## src/rtl/uart_dma_pkg.sv

```systemverilog
// Package: shared types for the DMA ready / interrupt logic.
// Assumes: nothing beyond IEEE 1800-2017.
package uart_dma_pkg;
    // Receive ready state: idle (not ready) or draining (ready held low).
    typedef enum logic {
        RXS_IDLE  = 1'b0,
        RXS_DRAIN = 1'b1
    } rx_state_e;
endpackage

```

## src/rtl/uart_dma_rx_ctl.sv

```systemverilog
// Module: receive-side ready and interrupt control.
// Does: holds receive-ready from trigger/timeout until the FIFO empties;
//       keeps a sticky timeout flag; raises the receive interrupt request.
// Assumes: rx_trig in 1..DEPTH, rx_to_pulse only while data is present.
module uart_dma_rx_ctl
    import uart_dma_pkg::*;
#(
    parameter int FILL_W = 8
) (
    input  logic              clk,
    input  logic              rst_n,
    input  logic [FILL_W-1:0] rx_fill,
    input  logic [FILL_W-1:0] rx_trig,
    input  logic              rx_to_pulse,
    input  logic              rd_data_stb,
    input  logic              ier_rx_en,
    output logic              rxrdy_n,
    output logic              rx_int
);
    rx_state_e state_q, state_d;
    logic      to_flag_q, to_flag_d;
    logic      at_trig, is_empty;

    // Level comparisons used by every process below.
    always_comb begin
        at_trig  = (rx_fill >= rx_trig);
        is_empty = (rx_fill == '0);
    end

    // Timeout flag: a new pulse wins; a data read or empty FIFO clears it.
    always_comb begin
        if (rx_to_pulse)
            to_flag_d = 1'b1;
        else if (rd_data_stb || is_empty)
            to_flag_d = 1'b0;
        else
            to_flag_d = to_flag_q;
    end

    // Ready state: enter drain at trigger or timeout, leave only when empty.
    always_comb begin
        state_d = state_q;
        case (state_q)
            RXS_IDLE:  if (at_trig || rx_to_pulse) state_d = RXS_DRAIN;
            RXS_DRAIN: if (is_empty && !rx_to_pulse) state_d = RXS_IDLE;
            default:   state_d = RXS_IDLE;
        endcase
    end

    // State, flag and interrupt registers.
    always_ff @(posedge clk) begin
        if (!rst_n) begin
            state_q   <= RXS_IDLE;
            to_flag_q <= 1'b0;
            rx_int    <= 1'b0;
        end else begin
            state_q   <= state_d;
            to_flag_q <= to_flag_d;
            rx_int    <= ier_rx_en && (at_trig || to_flag_d);
        end
    end

    // Output drive: ready is active low while draining.
    always_comb rxrdy_n = (state_q != RXS_DRAIN);

    a_r1_rx_ready_set: assert property (@(posedge clk) disable iff (!rst_n)
        (rx_fill >= rx_trig || rx_to_pulse) |=> !rxrdy_n);
    a_r2_rx_ready_hold: assert property (@(posedge clk) disable iff (!rst_n)
        (!rxrdy_n && rx_fill != '0) |=> !rxrdy_n);
    a_r2_rx_ready_release: assert property (@(posedge clk) disable iff (!rst_n)
        (rx_fill == '0 && !rx_to_pulse) |=> rxrdy_n);
    a_r3_rx_int_drop: assert property (@(posedge clk) disable iff (!rst_n)
        (!to_flag_q && !rx_to_pulse && rx_fill < rx_trig) |=> !rx_int);
    a_r4_flag_clear: assert property (@(posedge clk) disable iff (!rst_n)
        (rd_data_stb && !rx_to_pulse) |=> !to_flag_q);
endmodule

```

## src/rtl/uart_dma_tx_ctl.sv

```systemverilog
// Module: transmit-side ready and empty-interrupt control.
// Does: drives transmit-ready from the trigger comparison; sets the
//       transmit interrupt on the FIFO-empty transition, clears it on a
//       status read or refill to trigger.
// Assumes: tx_trig in 1..DEPTH; FIFO empty at reset.
module uart_dma_tx_ctl #(
    parameter int FILL_W = 8
) (
    input  logic              clk,
    input  logic              rst_n,
    input  logic [FILL_W-1:0] tx_fill,
    input  logic [FILL_W-1:0] tx_trig,
    input  logic              rd_isr_stb,
    input  logic              ier_tx_en,
    output logic              txrdy_n,
    output logic              tx_int
);
    logic empty_q;
    logic now_empty, went_empty, refilled, clr_req;

    // Event decode: empty edge, refill to trigger, any clear request.
    always_comb begin
        now_empty  = (tx_fill == '0);
        went_empty = now_empty && !empty_q;
        refilled   = (tx_fill >= tx_trig);
        clr_req    = rd_isr_stb || refilled;
    end

    // Registers: empty history, ready level, pending interrupt.
    always_ff @(posedge clk) begin
        if (!rst_n) begin
            empty_q <= 1'b1;
            txrdy_n <= 1'b0;
            tx_int  <= 1'b0;
        end else begin
            empty_q <= now_empty;
            txrdy_n <= refilled;
            tx_int  <= ier_tx_en && (went_empty || (tx_int && !clr_req));
        end
    end

    a_r5_tx_full: assert property (@(posedge clk) disable iff (!rst_n)
        (tx_fill >= tx_trig) |=> txrdy_n);
    a_r5_tx_room: assert property (@(posedge clk) disable iff (!rst_n)
        (tx_fill < tx_trig) |=> !txrdy_n);
    a_r6_tx_masked: assert property (@(posedge clk) disable iff (!rst_n)
        !ier_tx_en |=> !tx_int);
    a_r7_tx_isr_clear: assert property (@(posedge clk) disable iff (!rst_n)
        (rd_isr_stb && tx_fill != '0) |=> !tx_int);
endmodule

```

## src/rtl/uart_dma_rdy_int.sv

```systemverilog
// Module: top of the FIFO-mode DMA ready / interrupt generator.
// Does: instantiates receive and transmit controls, merges their
//       interrupt requests into one active-high line.
// Assumes: fill counts 0..DEPTH, trigger levels 1..DEPTH, strobes one cycle.
module uart_dma_rdy_int #(
    parameter int DEPTH  = 128,
    parameter int FILL_W = $clog2(DEPTH + 1)
) (
    input  logic              clk,
    input  logic              rst_n,
    input  logic [FILL_W-1:0] rx_fill,
    input  logic [FILL_W-1:0] rx_trig,
    input  logic              rx_to_pulse,
    input  logic [FILL_W-1:0] tx_fill,
    input  logic [FILL_W-1:0] tx_trig,
    input  logic              rd_data_stb,
    input  logic              rd_isr_stb,
    input  logic              ier_rx_en,
    input  logic              ier_tx_en,
    output logic              rxrdy_n,
    output logic              txrdy_n,
    output logic              irq
);
    logic rx_int_w, tx_int_w;

    uart_dma_rx_ctl #(.FILL_W(FILL_W)) u_rx (
        .clk        (clk),
        .rst_n      (rst_n),
        .rx_fill    (rx_fill),
        .rx_trig    (rx_trig),
        .rx_to_pulse(rx_to_pulse),
        .rd_data_stb(rd_data_stb),
        .ier_rx_en  (ier_rx_en),
        .rxrdy_n    (rxrdy_n),
        .rx_int     (rx_int_w)
    );

    uart_dma_tx_ctl #(.FILL_W(FILL_W)) u_tx (
        .clk       (clk),
        .rst_n     (rst_n),
        .tx_fill   (tx_fill),
        .tx_trig   (tx_trig),
        .rd_isr_stb(rd_isr_stb),
        .ier_tx_en (ier_tx_en),
        .txrdy_n   (txrdy_n),
        .tx_int    (tx_int_w)
    );

    // Merge: line stays up until every source has cleared.
    always_comb irq = rx_int_w || tx_int_w;

    a_r8_rx_keeps_line: assert property (@(posedge clk) disable iff (!rst_n)
        (ier_rx_en && rx_fill >= rx_trig) |=> irq);
    a_r9_reset_idle: assert property (@(posedge clk)
        !rst_n |=> (rxrdy_n && !txrdy_n && !irq));
endmodule

```

## config.mk

```make
export PLATFORM = sky130hd
export DESIGN_NAME = uart_dma_rdy_int
export DESIGN_NICKNAME = d
export VERILOG_FILES = /design/src/rtl/uart_dma_pkg.sv /design/src/rtl/uart_dma_rx_ctl.sv /design/src/rtl/uart_dma_tx_ctl.sv /design/src/rtl/uart_dma_rdy_int.sv
export SDC_FILE = /design/constraint.sdc
export NUM_CORES = 1
export LEC_CHECK = 0
export BUFFER_PORTS_ARGS = -buffer_cell sky130_fd_sc_hd__buf_2
export CORE_UTILIZATION = 41
export CTS_CLUSTER_SIZE = 24
export DETAILED_ROUTE_END_ITERATION = 10
export PLACE_DENSITY = 0.78
export SETUP_SLACK_MARGIN = 0.02
export SLEW_MARGIN = 20
export SYNTH_ARGS = -nofsm -noshare
export SYNTH_HDL_FRONTEND = slang
export SYNTH_SLANG_ARGS = --single-unit
```

## constraint.sdc

```tcl
create_clock -name clk -period 1.6 [get_ports clk]
set_input_delay 0.08 -clock clk [delete_from_list [all_inputs] [get_ports clk]]
set_output_delay 0.08 -clock clk [all_outputs]
set_load 0.03 [all_outputs]
```

# After elaboration in Yosys (flattened, before gate mapping)
# Cells that the tools add are included.
[word_totals]
inputBits = 39
regBits = 6
wordCells = 30
output_inout_bits = 3
[op_classes]
bitwise_logic = 1
n_lt_le_gt_ge = 2
n_reduce_logical = 16
muxes = 5
[ops]
columns = ["op", "n"]
rows = [
  ["greater-or-equal comparator 8 bit", 2],
  ["logical NOT 8 bit", 2],
  ["logical OR 1 bit", 6],
  ["logical AND 1 bit", 5],
  ["two-way mux 1 bit", 4],
  ["logical NOT 1 bit", 3],
  ["case mux 1 bit (2 select lines)", 1],
  ["inverter 1 bit", 1],
]

# Logic depth before layout (Yosys ltp)
[logic_depth]
word_depth = 6
ltp_mapped = 6
depth_no_buf = 6

# Cells and area by module
# From an unflattened synthesis, not the netlist that was laid out.
[unflattened]
hier_cells = 81
hier_area_um2 = 630.6
[modules_own_cells]
columns = ["mod", "cells_per_inst", "instances", "seq_area_each_um2", "area_each_um2"]
rows = [
  ["uart_dma_rx_ctl", 42, 1, 60.1, 322.8],
  ["uart_dma_tx_ctl", 38, 1, 60.1, 301.5],
  ["uart_dma_rdy_int", 1, 1, 0.0, 6.3],
]

# Worst setup path before layout
# Ideal clock, no wire load.
[synth_path]
path_kind = "input -> register"
startpoint = "in rx_fill[0]"
endpoint = "reg u_rx.rx_int"
setup_ps = 122
arrival_time_ps = 1240
path_stages = 6
t_required_ps = 1478
n_path_buf = 0
setup_slack_ps = 238
cell_sequence = "inv_1 ha_1 nand2b_4 a2111oi_2 nor3_1 o311a_1"
[synth_via]
elab_chain_cells = 6
elab_cells_between_ends = 7
classes_between = "order compare (1); mux (2); reduce/logical (4)"
[synth_lines]
columns = ["item", "line", "rtl"]
rows = [
  ["start, declared", "uart_dma_rdy_int.sv:11", "input logic [FILL_W-1:0] rx_fill,"],
  ["branches (longest 4 deep; another with greater-or-equal comparator 8 bit)", "-", ""],
  ["logical OR 1 bit (*)", "uart_dma_rx_ctl.sv:59", "rx_int <= ier_rx_en && (at_trig || to_flag_d);"],
  ["logical AND 1 bit (*)", "uart_dma_rx_ctl.sv:59", ""],
  ["end signal, assigned", "uart_dma_rx_ctl.sv:59", ""],
  ["end, declared", "uart_dma_rx_ctl.sv:18", "output logic rx_int"],
]
# Mark *: on every way between the ends.
# A chain may end at the register's enable or synchronous reset.

# Worst setup path in the final report
# Same ends and word-level chain as after synthesis.

==> results.sh <==
export IMPL_cts_buffers_inserted=3
export IMPL_leakage_nw=0.533
export IMPL_die_width_um=41.6
export IMPL_cpPeakStageDelay_ns=0.34
export IMPL_synth_seq_cells=6
export IMPL_io_buffers=41
export IMPL_grt_remaining_overflow=0
export IMPL_max_freq_mhz=770
export IMPL_setup_viol=0
export IMPL_min_to="u_tx.empty_q"
export IMPL_avgSynthCellArea_um2=8.35
export IMPL_cts_sinks=6
export IMPL_hpwl_um=1410
export IMPL_crit_family="compound AO/OA/AOI/OAI gates"
export IMPL_worstReg2RegStart="u_rx.to_flag_q"
export IMPL_avgRoutedWirePerCell_um=11.1
export IMPL_skew_ns=0.00133
export IMPL_stdcell_area_um2=890
export IMPL_core_rowCount=13
export IMPL_clk_path_buf_depth=2
export IMPL_initial_core_util=0.465
export IMPL_netlist_area_um2=643
export IMPL_cts_resized=0
export IMPL_yosys_area_top_type="ha_1"
export IMPL_min_period_ns=1.30
export IMPL_grt_util_all_layers=0.188
export IMPL_core_area_um2=1380
export IMPL_worstHoldStart="rst_n"
export IMPL_irDropWorstVdd_v=0.000226
export IMPL_num_antenna_cells=0
export IMPL_cts_root_buffer="clkbuf_4"
export IMPL_drt_iter0_markers=3
export IMPL_clk_insertion_delay_late_ns=0.24
export IMPL_drive_above_1_share=0.405
export IMPL_synth_net_count=132
export IMPL_critPathRequiredTime_ns=1.72
export IMPL_yosysSeqAreaShare=0.187
export IMPL_crit_chain="buf_2 -> inv_1 -> ha_1 -> nand2b_4 -> a2111oi_2 -> nor3_1 -> o311a_1"
export IMPL_clk_pin_slew_ns=0.04
export IMPL_firstDrtPassIters=2
export IMPL_timing_final_hold_violations=0
export IMPL_final_antenna_net_count=0
export IMPL_hold_ws_ns=0.0513
export IMPL_grt_max_degree=7
export IMPL_gp_congestion=0.796
export IMPL_power_density_nw_per_um2=532
export IMPL_fin_tns_setup_ns=0
export IMPL_crit_slowest_cell="a2111oi_2"
export IMPL_final_common_cell="buf_2"
export IMPL_slew_viol_final=0
export IMPL_grt_pass1_wl_um=2550
export IMPL_min_path_cells=2
export IMPL_die_y_um=41.6
export IMPL_end_kind="flip-flop"
export IMPL_netlist_instances=77
export IMPL_yosysTopAreaCellShare=0.311
export IMPL_period_share=0.812
export IMPL_syn2layout_area_growth_pct=38.3
export IMPL_synth_top_cells_by_area="ha_1 (31%), dfxtp_1 (19%), inv_1 (11%), nor4_1 (3.9%), o21a_1 (3.5%)"
export IMPL_hold_buffers=0
export IMPL_rsz0062_at_grt="no"
export IMPL_path_max_fanout=2
export IMPL_cts_tree="built"
export IMPL_final_cell_mix="buf_2 (41), inv_1 (19), ha_1 (16), dfxtp_1 (6)"
export IMPL_avgViaCountPerCell=5.02
export IMPL_drv_cap=0
export IMPL_wl_um=1520
export IMPL_cp_arrival_ns=1.42
export IMPL_io_pins=42
export IMPL_status="finished, final reports clean"
export IMPL_grt_pass1_vias=657
export IMPL_place_area_um2=867
export IMPL_final_util=0.643
export IMPL_worst_setup_path_type="primary input to flip-flop"
export IMPL_drc=0
export IMPL_cts_setup_buffers=0
export IMPL_yosysUniqueCellTypes=25
export IMPL_num_vias=683
export IMPL_reg2reg_slack_ns=0.66
export IMPL_reg2reg_to="u_rx.rx_int"
export IMPL_dieArea_um2=1730
export IMPL_worstMarginPinSlew_ns=0.289
export IMPL_htreeDepth=1
export IMPL_yosysWarnings=0
export IMPL_start_kind="primary input"
export IMPL_hold_class="primary input to flip-flop"
export IMPL_reg2reg_depth=2
export IMPL_relSlewSlack=0.805
export IMPL_critical_path_buf_inv_count=2
export IMPL_fin_nets=178
export IMPL_antenna_found_initial=0
export IMPL_fillCellCount=120
==> sequential cells by signal (all words and copies together), names as in the netlist <==
signal          flops
u_rx.state_q        1
u_rx.rx_int         1
u_tx.tx_int         1
u_rx.to_flag_q      1
u_tx.txrdy_n        1
u_tx.empty_q        1
==> synthesized netlist by cell type <==
library cell  number
inv_1             19
ha_1              16
dfxtp_1            6
nand2_1            4
nor4_1             4
o21ai_0            4
o21a_1             3
a21o_1             2
nor2_1             2
nor3_1             2
a2111oi_2          1
a211oi_1           1
a21boi_0           1
a21oi_1            1
a221o_1            1
and3b_1            1
nand2b_4           1
nand3_1            1
nand4_1            1
nor4_2             1
nor4bb_1           1
o311a_1            1
o31a_1             1
o31a_2             1
or2_2              1
==> worst max-delay path by stage <==
| stage | start | end | depth (start not counted) |
|---|---|---|---|
| finish | rx_fill[0] | u_rx.rx_int | 7 |
| global route | rx_fill[0] | u_rx.rx_int | 7 |
| CTS | rx_fill[0] | u_rx.rx_int | 7 |
| detailed placement | rx_fill[0] | u_rx.rx_int | 7 |
| global placement | rx_fill[0] | u_rx.rx_int | 7 |
| floorplan | rx_fill[0] | u_rx.rx_int | 6 |
==> worst register-to-register path: stages (launching register included) <==
cell	delay, ns
dfxtp_1	0.30
and3b_1	0.18
o311a_1	0.35
==> area by class of cell <==
| type | instances | area [um2] | share of cell area |
|---|---|---|---|
| repair buffers | 41 | 205 | 0.231 |
| inverters | 19 | 71.3 | 0.0802 |
| clock buffers | 3 | 22.5 | 0.0253 |
| well taps | 15 | 18.8 | 0.0211 |
| multi-input cells | 52 | 452 | 0.508 |
| flip-flops and latches | 6 | 120 | 0.135 |
==> per-layer routing <==
metal	up-vias	global-route usage	part of all wire
met5	-	0	0
met3	7	0.0565	0.071
met4	0	0.0774	0.030
li1	362	-	-
met2	26	0.341	0.52
met1	288	0.198	0.38
==> through the flow <==
step | instances | power (mW) | setup slack (ns)
finish | 136 | 0.474 | 0.301
global route | 136 | 0.508 | 0.248
CTS | 136 | 0.475 | 0.281
detailed placement | 133 | 0.340 | 0.0376
global placement | 133 | 0.330 | 0.109
floorplan | 77 | 0.260 | 0.238
==> report_power, final <==
part | total [mW] | internal (mW) | switching [mW]
sequential | 0.162 | 0.159 | 0.00259
combinational | 0.174 | 0.0889 | 0.0849
clock | 0.138 | 0.0848 | 0.0535
==> cells by family (layout without fill, tap and decap cells) <==
group                      Yosys count  after routing  synth area share
AOI/OAI and AO/OA                   17             17             0.204
adders and majority gates           16             16             0.311
buffers and inverters               19             63             0.111
DFF                                  6              6             0.187
and+or+nand+nor                     19             19             0.187
No activity file was read; power rests on OpenSTA's default activity.
